File: src/rtl/adrseq_pkg.sv
package adrseq_pkg;
   typedef enum logic [2:0] {
      M_ABS  = 3'd0,
      M_ABX  = 3'd1,
      M_ABY  = 3'd2,
      M_IZX  = 3'd3,
      M_IZY  = 3'd4,
      M_JIND = 3'd5,
      M_ONE6 = 3'd6,
      M_ONE7 = 3'd7
   } mode_e;

   typedef enum logic [2:0] {
      S_OP,    // opcode fetch
      S_B1,    // first operand byte
      S_B2,    // second operand byte
      S_R1,    // first pointer-data read
      S_R2,    // second pointer-data read
      S_IDX,   // indexed access, uncorrected page
      S_FIX,   // page fix-up access
      S_ACC    // plain final access
   } state_e;
endpackage

File: src/rtl/idx_adder.sv
module idx_adder #(
   parameter int W = 8
) (
   input  logic [W-1:0] a,
   input  logic [W-1:0] b,
   input  logic         cin,
   output logic [W-1:0] sum,
   output logic         cout
);
   logic [W:0] full;
   assign full = {1'b0, a} + {1'b0, b} + {{W{1'b0}}, cin};
   assign sum  = full[W-1:0];
   assign cout = full[W];
endmodule

File: src/rtl/prog_counter.sv
module prog_counter #(
   parameter int          AW       = 13,
   parameter logic [12:0] RESET_PC = 13'h0200
) (
   input  logic          clk,
   input  logic          rst,
   input  logic          inc,
   input  logic          load,
   input  logic [AW-1:0] load_val,
   output logic [AW-1:0] pc
);
   logic [AW-1:0] pc_q;

   always_ff @(posedge clk) begin
      if (rst)       pc_q <= AW'(RESET_PC);
      else if (load) pc_q <= load_val;
      else if (inc)  pc_q <= pc_q + 1'b1;
   end

   assign pc = pc_q;

   AST_PC_STEP: assert property (@(posedge clk) disable iff (rst)
      (inc && !load) |=> (pc_q == AW'($past(pc_q) + 1'b1)));
endmodule

File: src/rtl/seq_fsm.sv
module seq_fsm
   import adrseq_pkg::*;
#(
   parameter int AW        = 13,
   parameter int DW        = 8,
   parameter bit JIND_WRAP = 1'b1
) (
   input  logic          clk,
   input  logic          rst,
   input  logic [2:0]    mode_i,
   input  logic          store_i,
   input  logic [DW-1:0] idx_x,
   input  logic [DW-1:0] idx_y,
   input  logic [DW-1:0] rd_data,
   input  logic [AW-1:0] pc_i,
   output logic [AW-1:0] addr_o,
   output logic          wr_o,
   output logic          done_o,
   output logic          pc_inc_o,
   output logic          pc_load_o,
   output logic [AW-1:0] pc_val_o
);
   localparam int HB = AW - DW;

   state_e         state_q;
   mode_e          mode_q;
   logic           store_q;
   logic [DW-1:0]  lo_q;
   logic [HB-1:0]  hi_q;
   logic [DW-1:0]  ptr_q;
   logic [HB-1:0]  ptrh_q;
   logic           carry_q;

   logic [DW-1:0]  idx_sel, isum, ptr_off, psum;
   logic           icarry, ptr_cin, pco;
   logic [HB-1:0]  jhi, ptr_page;
   logic           one_cycle;

   assign idx_sel   = (mode_q == M_ABY || mode_q == M_IZY) ? idx_y : idx_x;
   assign ptr_off   = (mode_q == M_IZX) ? idx_x : '0;
   assign ptr_cin   = (state_q == S_R2);
   assign one_cycle = (mode_i == 3'd6) || (mode_i == 3'd7);

   idx_adder #(.W(DW)) u_index (
      .a(lo_q), .b(idx_sel), .cin(1'b0), .sum(isum), .cout(icarry));

   idx_adder #(.W(DW)) u_pointer (
      .a(ptr_q), .b(ptr_off), .cin(ptr_cin), .sum(psum), .cout(pco));

   // Jump target high-byte page: stay in the pointer page or carry into it.
   assign jhi      = JIND_WRAP ? ptrh_q : ptrh_q + {{(HB-1){1'b0}}, pco};
   assign ptr_page = (mode_q == M_JIND) ? ((state_q == S_R2) ? jhi : ptrh_q) : '0;

   always_comb begin
      addr_o    = pc_i;
      wr_o      = 1'b0;
      done_o    = 1'b0;
      pc_inc_o  = 1'b0;
      pc_load_o = 1'b0;
      pc_val_o  = {rd_data[HB-1:0], lo_q};
      unique case (state_q)
         S_OP: begin
            pc_inc_o = 1'b1;
            done_o   = one_cycle;
         end
         S_B1, S_B2: pc_inc_o = 1'b1;
         S_R1: addr_o = {ptr_page, psum};
         S_R2: begin
            addr_o = {ptr_page, psum};
            if (mode_q == M_JIND) begin
               done_o    = 1'b1;
               pc_load_o = 1'b1;
            end
         end
         S_IDX: begin
            addr_o = {hi_q, isum};
            done_o = !store_q && !icarry;
         end
         S_FIX: begin
            addr_o = {hi_q + {{(HB-1){1'b0}}, carry_q}, lo_q};
            wr_o   = store_q;
            done_o = 1'b1;
         end
         S_ACC: begin
            addr_o = {hi_q, lo_q};
            wr_o   = store_q;
            done_o = 1'b1;
         end
         default: ;
      endcase
   end

   always_ff @(posedge clk) begin
      if (rst) begin
         state_q <= S_OP;
         mode_q  <= M_ABS;
         store_q <= 1'b0;
         lo_q    <= '0;
         hi_q    <= '0;
         ptr_q   <= '0;
         ptrh_q  <= '0;
         carry_q <= 1'b0;
      end else begin
         unique case (state_q)
            S_OP: begin
               mode_q  <= mode_e'(mode_i);
               store_q <= store_i;
               carry_q <= 1'b0;
               state_q <= one_cycle ? S_OP : S_B1;
            end
            S_B1: begin
               if (mode_q == M_IZX || mode_q == M_IZY || mode_q == M_JIND)
                  ptr_q <= rd_data;
               else
                  lo_q <= rd_data;
               state_q <= (mode_q == M_IZX || mode_q == M_IZY) ? S_R1 : S_B2;
            end
            S_B2: begin
               if (mode_q == M_JIND) begin
                  ptrh_q  <= rd_data[HB-1:0];
                  state_q <= S_R1;
               end else begin
                  hi_q    <= rd_data[HB-1:0];
                  state_q <= (mode_q == M_ABS) ? S_ACC : S_IDX;
               end
            end
            S_R1: begin
               lo_q    <= rd_data;
               state_q <= S_R2;
            end
            S_R2: begin
               hi_q <= rd_data[HB-1:0];
               if (mode_q == M_IZY)      state_q <= S_IDX;
               else if (mode_q == M_IZX) state_q <= S_ACC;
               else                      state_q <= S_OP;
            end
            S_IDX: begin
               lo_q    <= isum;
               carry_q <= icarry;
               state_q <= (!store_q && !icarry) ? S_OP : S_FIX;
            end
            default: state_q <= S_OP;
         endcase
      end
   end

   AST_WR_LAST_ONLY: assert property (@(posedge clk) disable iff (rst)
      wr_o |-> done_o);
   AST_STORE_ALWAYS_FIX: assert property (@(posedge clk) disable iff (rst)
      (state_q == S_IDX && store_q) |=> wr_o);
   AST_LOAD_FIX_PAGE: assert property (@(posedge clk) disable iff (rst)
      (state_q == S_FIX && !store_q) |->
         (addr_o[AW-1:DW] == HB'($past(addr_o[AW-1:DW]) + 1'b1)));
   AST_FIX_LOW_HELD: assert property (@(posedge clk) disable iff (rst)
      (state_q == S_FIX) |-> (addr_o[DW-1:0] == $past(addr_o[DW-1:0])));
   AST_ZP_POINTER: assert property (@(posedge clk) disable iff (rst)
      ((state_q == S_R1 || state_q == S_R2) && mode_q != M_JIND) |->
         (addr_o[AW-1:DW] == '0));

   generate
      if (JIND_WRAP) begin : g_jind_wrap
         AST_JIND_SAME_PAGE: assert property (@(posedge clk) disable iff (rst)
            (state_q == S_R2 && mode_q == M_JIND) |->
               (addr_o[AW-1:DW] == $past(addr_o[AW-1:DW]) &&
                addr_o[DW-1:0] == DW'($past(addr_o[DW-1:0]) + 1'b1)));
      end else begin : g_jind_carry
         AST_JIND_NEXT_ADDR: assert property (@(posedge clk) disable iff (rst)
            (state_q == S_R2 && mode_q == M_JIND) |->
               (addr_o == AW'($past(addr_o) + 1'b1)));
      end
   endgenerate
endmodule

File: src/rtl/idxind_addr_seq.sv
module idxind_addr_seq #(
   parameter int          AW        = 13,
   parameter int          DW        = 8,
   parameter logic [12:0] RESET_PC  = 13'h0200,
   parameter bit          JIND_WRAP = 1'b1
) (
   input  logic          clk,
   input  logic          rst,
   input  logic [2:0]    mode_i,
   input  logic          store_i,
   input  logic [DW-1:0] idx_x,
   input  logic [DW-1:0] idx_y,
   input  logic [DW-1:0] rd_data,
   output logic [AW-1:0] addr,
   output logic          wr,
   output logic          done,
   output logic [AW-1:0] pc
);
   generate
      if (AW <= DW || AW > 2 * DW) begin : g_bad_width
         $error("address width must lie between DW+1 and 2*DW");
      end
   endgenerate

   logic          pc_inc, pc_load;
   logic [AW-1:0] pc_val;

   prog_counter #(.AW(AW), .RESET_PC(RESET_PC)) u_pc (
      .clk(clk), .rst(rst), .inc(pc_inc), .load(pc_load),
      .load_val(pc_val), .pc(pc));

   seq_fsm #(.AW(AW), .DW(DW), .JIND_WRAP(JIND_WRAP)) u_fsm (
      .clk(clk), .rst(rst), .mode_i(mode_i), .store_i(store_i),
      .idx_x(idx_x), .idx_y(idx_y), .rd_data(rd_data), .pc_i(pc),
      .addr_o(addr), .wr_o(wr), .done_o(done),
      .pc_inc_o(pc_inc), .pc_load_o(pc_load), .pc_val_o(pc_val));

   AST_FETCH_AFTER_DONE: assert property (@(posedge clk) disable iff (rst)
      done |=> (addr == pc && !wr));
endmodule

File: config.mk
export PLATFORM = sky130hd
export DESIGN_NAME = idxind_addr_seq
export DESIGN_NICKNAME = d
export VERILOG_FILES = /design/src/rtl/adrseq_pkg.sv /design/src/rtl/idx_adder.sv /design/src/rtl/prog_counter.sv /design/src/rtl/seq_fsm.sv /design/src/rtl/idxind_addr_seq.sv
export SDC_FILE = /design/constraint.sdc
export NUM_CORES = 1
export LEC_CHECK = 0
export ABC_AREA = 1
export BUFFER_PORTS_ARGS = -buffer_cell sky130_fd_sc_hd__buf_2
export CORE_MARGIN = 1.5
export CORE_UTILIZATION = 30
export CTS_CLUSTER_SIZE = 16
export DETAILED_ROUTE_END_ITERATION = 6
export HOLD_SLACK_MARGIN = 0.03
export PLACE_DENSITY = 0.6
export SYNTH_ARGS = -nofsm -noshare
export SYNTH_HDL_FRONTEND = slang
export SYNTH_HIERARCHICAL = 1
export SYNTH_SLANG_ARGS = --single-unit
File: constraint.sdc
create_clock -name clk -period 3.28 [get_ports clk]
set_input_delay 0.492 -clock clk [delete_from_list [all_inputs] [get_ports clk]]
set_output_delay 0.492 -clock clk [all_outputs]
set_load 0.01 [all_outputs]
=== After elaboration in Yosys (flattened, before gate mapping) ===
Cells that the tools add are included.

* Output and inout bits: 28
* Latch bits: 0
* Input bits: 30
* Word-level logic and storage cells: 73
* Memory bits (writable): 0
* Bits in read-only memories: 0
* Register bits: 47
* Memories: 0

* Multipliers: 0
* Bitwise gates (word level): 0
* Eq/ne operators: 15
* Muxes and demuxes: 24
* Reductions and logical operators: 20
* Add/subtract/negate cells: 5
* Div/mod/pow operators: 0
* Shift operators: 0
* Magnitude comparators: 0

{| class="wikitable"
|+ Operators by type and width
! kind !! count
|-
| 13-bit one-hot mux with 4 select lines || 1
|-
| 13-bit 2-to-1 mux || 2
|-
| 3-bit == test, second input constant || 8
|-
| 8-bit 2-to-1 mux || 3
|-
| 8-bit one-hot mux with 3 select lines || 1
|-
| 3-bit one-hot mux with 6 select lines || 1
|-
| 13-bit by 1-bit adder with 13-bit output, second input constant || 1
|-
| 3-bit by 2-bit == test with 1-bit output, second input constant || 4
|-
| 3-bit 2-to-1 mux || 4
|-
| 5-bit 2-to-1 mux || 2
|-
| 5-bit one-hot mux with 2 select lines || 1
|-
| 8-bit by 8-bit adder with 9-bit output || 1
|-
| 8-bit by 1-bit adder with 8-bit output || 1
|-
| 8-bit adder || 1
|-
| 2-bit AND reduction || 4
|-
| 3-bit logical NOT || 2
|-
| 1-bit 2-to-1 mux || 6
|-
| 2-bit nonzero test || 3
|-
| 5-bit by 1-bit adder with 5-bit output || 1
|-
| 1-bit logical OR || 4
|-
| 2-bit inequality test, second input constant || 2
|-
| 1-bit one-hot mux with 4 select lines || 1
|-
| 2-bit OR reduction || 2
|-
| 3-bit by 1-bit == test with 1-bit output, second input constant || 1
|-
| other kinds (6) || 7
|}

=== Depth between registers and ports, before layout ===
* Word-level depth: 8
* Depth in mapped cells: 19
* Gate-level depth less buffers: 19

=== Cells and area by module ===
The synthesis kept the hierarchy.

{| class="wikitable"
|+ Modules (own cells, without submodules)
! module !! sequential area each (sq um) !! cells each !! area each (sq um) !! instances
|-
| seq_fsm || 680.7 || 367 || 2180.8 || 1
|-
| prog_counter || 260.2 || 116 || 795.8 || 1
|-
| idx_adder || 0.0 || 59 || 384.1 || 2
|}

=== Worst setup path after synthesis ===
Ideal clock, no wire load.

* Path type: register to output
* From: register u_fsm.mode_q[2]
* To: output port done
* Required time: 2.788 ns
* Cell stages (with the launch flop): 16
* Slack: 0.281 ns
* Path buffers: 1
* Data arrival time: 2.507 ns
* Cell sequence: dfxtp_1 > inv_2 > o21ai_2 > buf_2 > a21oi_1 > fa_1 > fa_1 > nand2_1 > nand2_1 > nand3b_4 > nand2_1 > nand2_1 > nand2_1 > nor2_1 > a21oi_1 > o211ai_1

* Cells in the longest elaborated chain, start to end: 7
* Elaborated cells on any way between the ends: 10
* Classes of those cells: add/sub (1); eq/ne (3); mux (3); reduce/logical (3)

{| class="wikitable"
|+ RTL lines
! what !! line !! RTL
|-
| start, declared || seq_fsm.sv:26 || <nowiki>mode_e mode_q;</nowiki>
|-
| start signal, assigned || seq_fsm.sv:106 || <nowiki>mode_q <= mode_e'(mode_i);</nowiki>
|-
| 3-bit by 2-bit == test with 1-bit output or 3-bit == test (tied branches) || seq_fsm.sv:39 || <nowiki>assign idx_sel = (mode_q == M_ABY || mode_q == M_IZY) ? idx_y : idx_x;</nowiki>
|-
| 1-bit logical OR (*) || seq_fsm.sv:39 ||
|-
| 8-bit 2-to-1 mux (*) || seq_fsm.sv:39 ||
|-
| net u_fsm.idx_sel[0] || seq_fsm.sv:34 || <nowiki>logic [DW-1:0] idx_sel, isum, ptr_off, psum;</nowiki>
|-
| 8-bit by 8-bit adder with 9-bit output (*) || idx_adder.sv:11 || <nowiki>assign full = {1'b0, a} + {1'b0, b} + {{W{1'b0}}, cin};</nowiki>
|-
| net u_fsm.icarry || seq_fsm.sv:35 || <nowiki>logic icarry, ptr_cin, pco;</nowiki>
|-
| 1-bit logical NOT (*) || seq_fsm.sv:77 || <nowiki>done_o = !store_q && !icarry;</nowiki>
|-
| 1-bit logical AND (*) || seq_fsm.sv:77 ||
|-
| 1-bit one-hot mux with 4 select lines (*) || seq_fsm.sv:61 || <nowiki>unique case (state_q)</nowiki>
|-
| end, declared || idxind_addr_seq.sv:16 || <nowiki>output logic done,</nowiki>
|}

Mark *: on every way through the listed nets, which the timed path passes. The rest lies on a longest branch.

=== Worst setup path after layout ===
* From: register u_fsm.mode_q[1]
* To: output port done

Same word-level chain as after synthesis.

==> run summary <==
The run finished with clean final reports. The number of failing hold endpoints at the final stage is 0. Entering global routing, the biggest net connects 20 pins. The final count of negative-setup-slack endpoints came out at 0.

Counting along the longest clock path gives a buffer depth of 2. The total wire length is 11.2 mm. The number of H-tree levels is 2. The die covers between 10,000 and 15,000 µm². Counting every sink on the clock net gives 47. Setup repair after global routing could not meet its margin everywhere.

The wire length of the first global-routing pass came out at about 18 mm. The residual antenna-violating net count after detailed routing came out at 0. The number of global-route vias before repair is ~3,500. The post-route netlist has approximately a quarter of its cells at a drive strength greater than 1. Compared with the post-synthesis result, the final layout area differs by 21.0%. The fmax is 0.314 GHz. The final estimated routing congestion in global placement came out at between 0.8 and 0.9.

The total global-route track usage is roughly 18%. The data arrival at the endpoint of the critical path came out at ~2700 ps. The switching component of the power is approximately 1.4 mW.

The via-per-instance ratio came out at 4.75. Averaged over all synthesized cells, the footprint is roughly 6.2 µm². The data required time of the critical path came out at 2790 ps. The remaining global-route overflow came out at 0. Before antenna repair, the detailed router went through 5 iterations. The count of non-filler cells in the finished layout came out at between 800 and 900. The starting utilization of the core area is 30.9%. The setup skew after layout came out at 10.8 ps. The maximum fanout encountered on the critical timing path is 3.

For this design the ratio of total power to cell area is just over 700 nW/µm². In this run the worst hold path is classified as input pin to flop. The max-cap violation count is 0. The clock latency at the later pin of the worst-skew pair is 290 ps. The die boundary height came out at ~110 µm.

Measured against its own limit, the worst slew margin works out to a little under half. The overall power after layout came out at around 3.2 mW. The total standard cell area after synthesis came out at between 3000 and 4000 µm². For the final routed database, the setup TNS stands at 0 ps. The worst setup path is launched from a flop.

After clock tree synthesis, the clock-pin slew on the worst setup and hold paths is 70 ps. The number of remaining DRC errors came out at 0. After the first detailed-routing iteration, the DRC count stood at 226. The net count after synthesis came out at approximately 650. The count of nets after finishing came out at between 700 and 800. The kind of critical path is flop to output pin.

CTS placed an instance of sky130_fd_sc_hd__clkbuf_16 at the clock tree root. The via count of the routed design came out at between 3,000 and 4,000. The proportion of power drawn by flip-flops and latches is a little over a quarter. The TritonCTS clock tree is yes. After legalization and detailed placement, the total HPWL measured slightly below 9 mm.

The antenna diode count came out at 0. The time the worst path needs with I/O delays and setup came out at roughly 3200 ps. The clock network burns approximately 17% of the power.

The total I/O pin count came out at 58. The static power due to leakage came out at between 2 and 2.5 nW. The row count came out at 40. The kind of end point of the critical path is an output pin. The synthesis warning total came out at 6. Across the VDD grid, the largest voltage drop is roughly 0.30 mV. The max-slew violation count came out at 0.

The switching power share of the total is a little under half. The transition time of the tightest slew-check pin came out at slightly above 800 ps. The per-cell routed wire length is approximately 14 µm. The initial antenna violation count is 0. Once placement completed, the tool counted placed cells totaling a little over 800. Cell internal power was estimated by the tool at about 1.7 mW. The core region area came out at roughly 12,000 µm². In this run the tool buffered the top-level ports with 57 buffer cells. The worst path uses 97.1% of the clock period. The layout has roughly 1,300 filler cells. Combinational cells account for ~56% of the total power. The cell count after synthesis came out at 596. The clock buffer count from CTS is 5. Measured on the finished design, the core utilization comes to a little under two fifths.

The die is roughly 110 µm wide.
-- flip-flops by register name (all words and copies together) (netlist names) --
register	cells
u_pc/pc	13
u_fsm/lo_q	8
u_fsm/ptr_q	8
u_fsm/hi_q	5
u_fsm/jhi	5
u_fsm/mode_q	3
u_fsm/state_q	3
u_fsm/carry_q	1
u_fsm/store_q	1
-- critical path: stages (launching register included) --
cell and delay [ps]:
sky130_fd_sc_hd__dfxtp_4 380, sky130_fd_sc_hd__inv_4 40, sky130_fd_sc_hd__o21ai_4 130, sky130_fd_sc_hd__o21ai_4 90, sky130_fd_sc_hd__nor2_2 100, sky130_fd_sc_hd__a21oi_2 50
sky130_fd_sc_hd__fa_2 380, sky130_fd_sc_hd__fa_2 360, sky130_fd_sc_hd__nand2_2 70, sky130_fd_sc_hd__nand2_2 70, sky130_fd_sc_hd__nand3b_4 90, sky130_fd_sc_hd__nand2_4 60
sky130_fd_sc_hd__nand2_4 70, sky130_fd_sc_hd__nand2_4 50, sky130_fd_sc_hd__nor2_4 100, sky130_fd_sc_hd__a21oi_1 70, sky130_fd_sc_hd__o211ai_1 120, sky130_fd_sc_hd__buf_2 170
-- final cells by class --
cell class / instances / area, µm² / area share [%]
clock inverter: 2 / 13.8 / 0.305
inverter: 67 / 254 / 5.64
timing repair buffer: 77 / 439 / 9.74
multi-input combinational: 460 / 2500 / 55.5
sequential: 47 / 951 / 21.1
tap: 168 / 210 / 4.66
clock buffer: 6 / 139 / 3.08
-- path summary, 6_finish.rpt --
path | startpoint | to | slack [ps] | cells after the start
max | u_fsm/mode_q[1] | done | 90 | 17
max reg2reg | u_fsm/mode_q[1] | u_fsm/state_q[2] | 160 | 25
min reg2reg | u_fsm/ptr_q[7] | u_fsm/ptr_q[7] | 510 | 2
min | mode_i[0] | u_fsm/mode_q[0] | 500 | 3
-- what timing repair did --
item	in CTS	in global routing
endpoints found under the setup margin	3	7
buffers inserted	9	4
resized for setup	15	20
hold buffers	0	0
pin swaps	9	12
-- through the flow --
stage          cell area, µm²  hold slack [ps]  setup slack [ps]
6_report                 4510              496              94.5
5_1_grt                  4510              486             -87.3
4_1_cts                  4400              481              5.29
2_1_floorplan            3720              444               281
3_3_place_gp             4140              485               107
3_5_place_dp             4140              479              83.5
-- placed cells by master (no fill, tap or decap), types with 3 or more instances in the layout --
master	n
sky130_fd_sc_hd__clkbuf_16	5
sky130_fd_sc_hd__nor2_1	91
sky130_fd_sc_hd__fa_2	3
sky130_fd_sc_hd__nand2_1	167
sky130_fd_sc_hd__ha_1	17
sky130_fd_sc_hd__nor2_2	11
sky130_fd_sc_hd__nand3_2	3
sky130_fd_sc_hd__a21oi_2	6
sky130_fd_sc_hd__dfxtp_1	43
sky130_fd_sc_hd__or2_4	4
sky130_fd_sc_hd__inv_1	57
sky130_fd_sc_hd__nor2_4	4
sky130_fd_sc_hd__nand4_1	8
sky130_fd_sc_hd__buf_2	57
sky130_fd_sc_hd__inv_2	9
sky130_fd_sc_hd__a22oi_1	6
sky130_fd_sc_hd__nand2_2	11
sky130_fd_sc_hd__xnor2_1	4
sky130_fd_sc_hd__a21oi_1	26
sky130_fd_sc_hd__nand2_4	5
sky130_fd_sc_hd__xor2_1	6
sky130_fd_sc_hd__nand3_1	36
sky130_fd_sc_hd__o21ai_0	24
sky130_fd_sc_hd__o2111ai_1	7
sky130_fd_sc_hd__buf_4	19
sky130_fd_sc_hd__nand3b_1	4
-- metal layers --
metal	wire (µm)	GRT usage, %	up-vias
met5	0	0	-
met4	77	3.33	0
met3	578	2.70	7
met2	5120	29.3	104
met1	5410	24.2	1785
li1	-	-	2031
-- power by group through the flow --
stage	combinational, mW	clock [mW]	sequential (mW)
2_1_floorplan	1.17	0	0.799
3_3_place_gp	1.46	0	0.856
3_5_place_dp	1.46	0	0.858
4_1_cts	1.63	0.554	0.849
5_1_grt	1.98	0.574	0.883
6_report	1.77	0.537	0.864
Note: power is estimated with default switching activity, not from simulation.
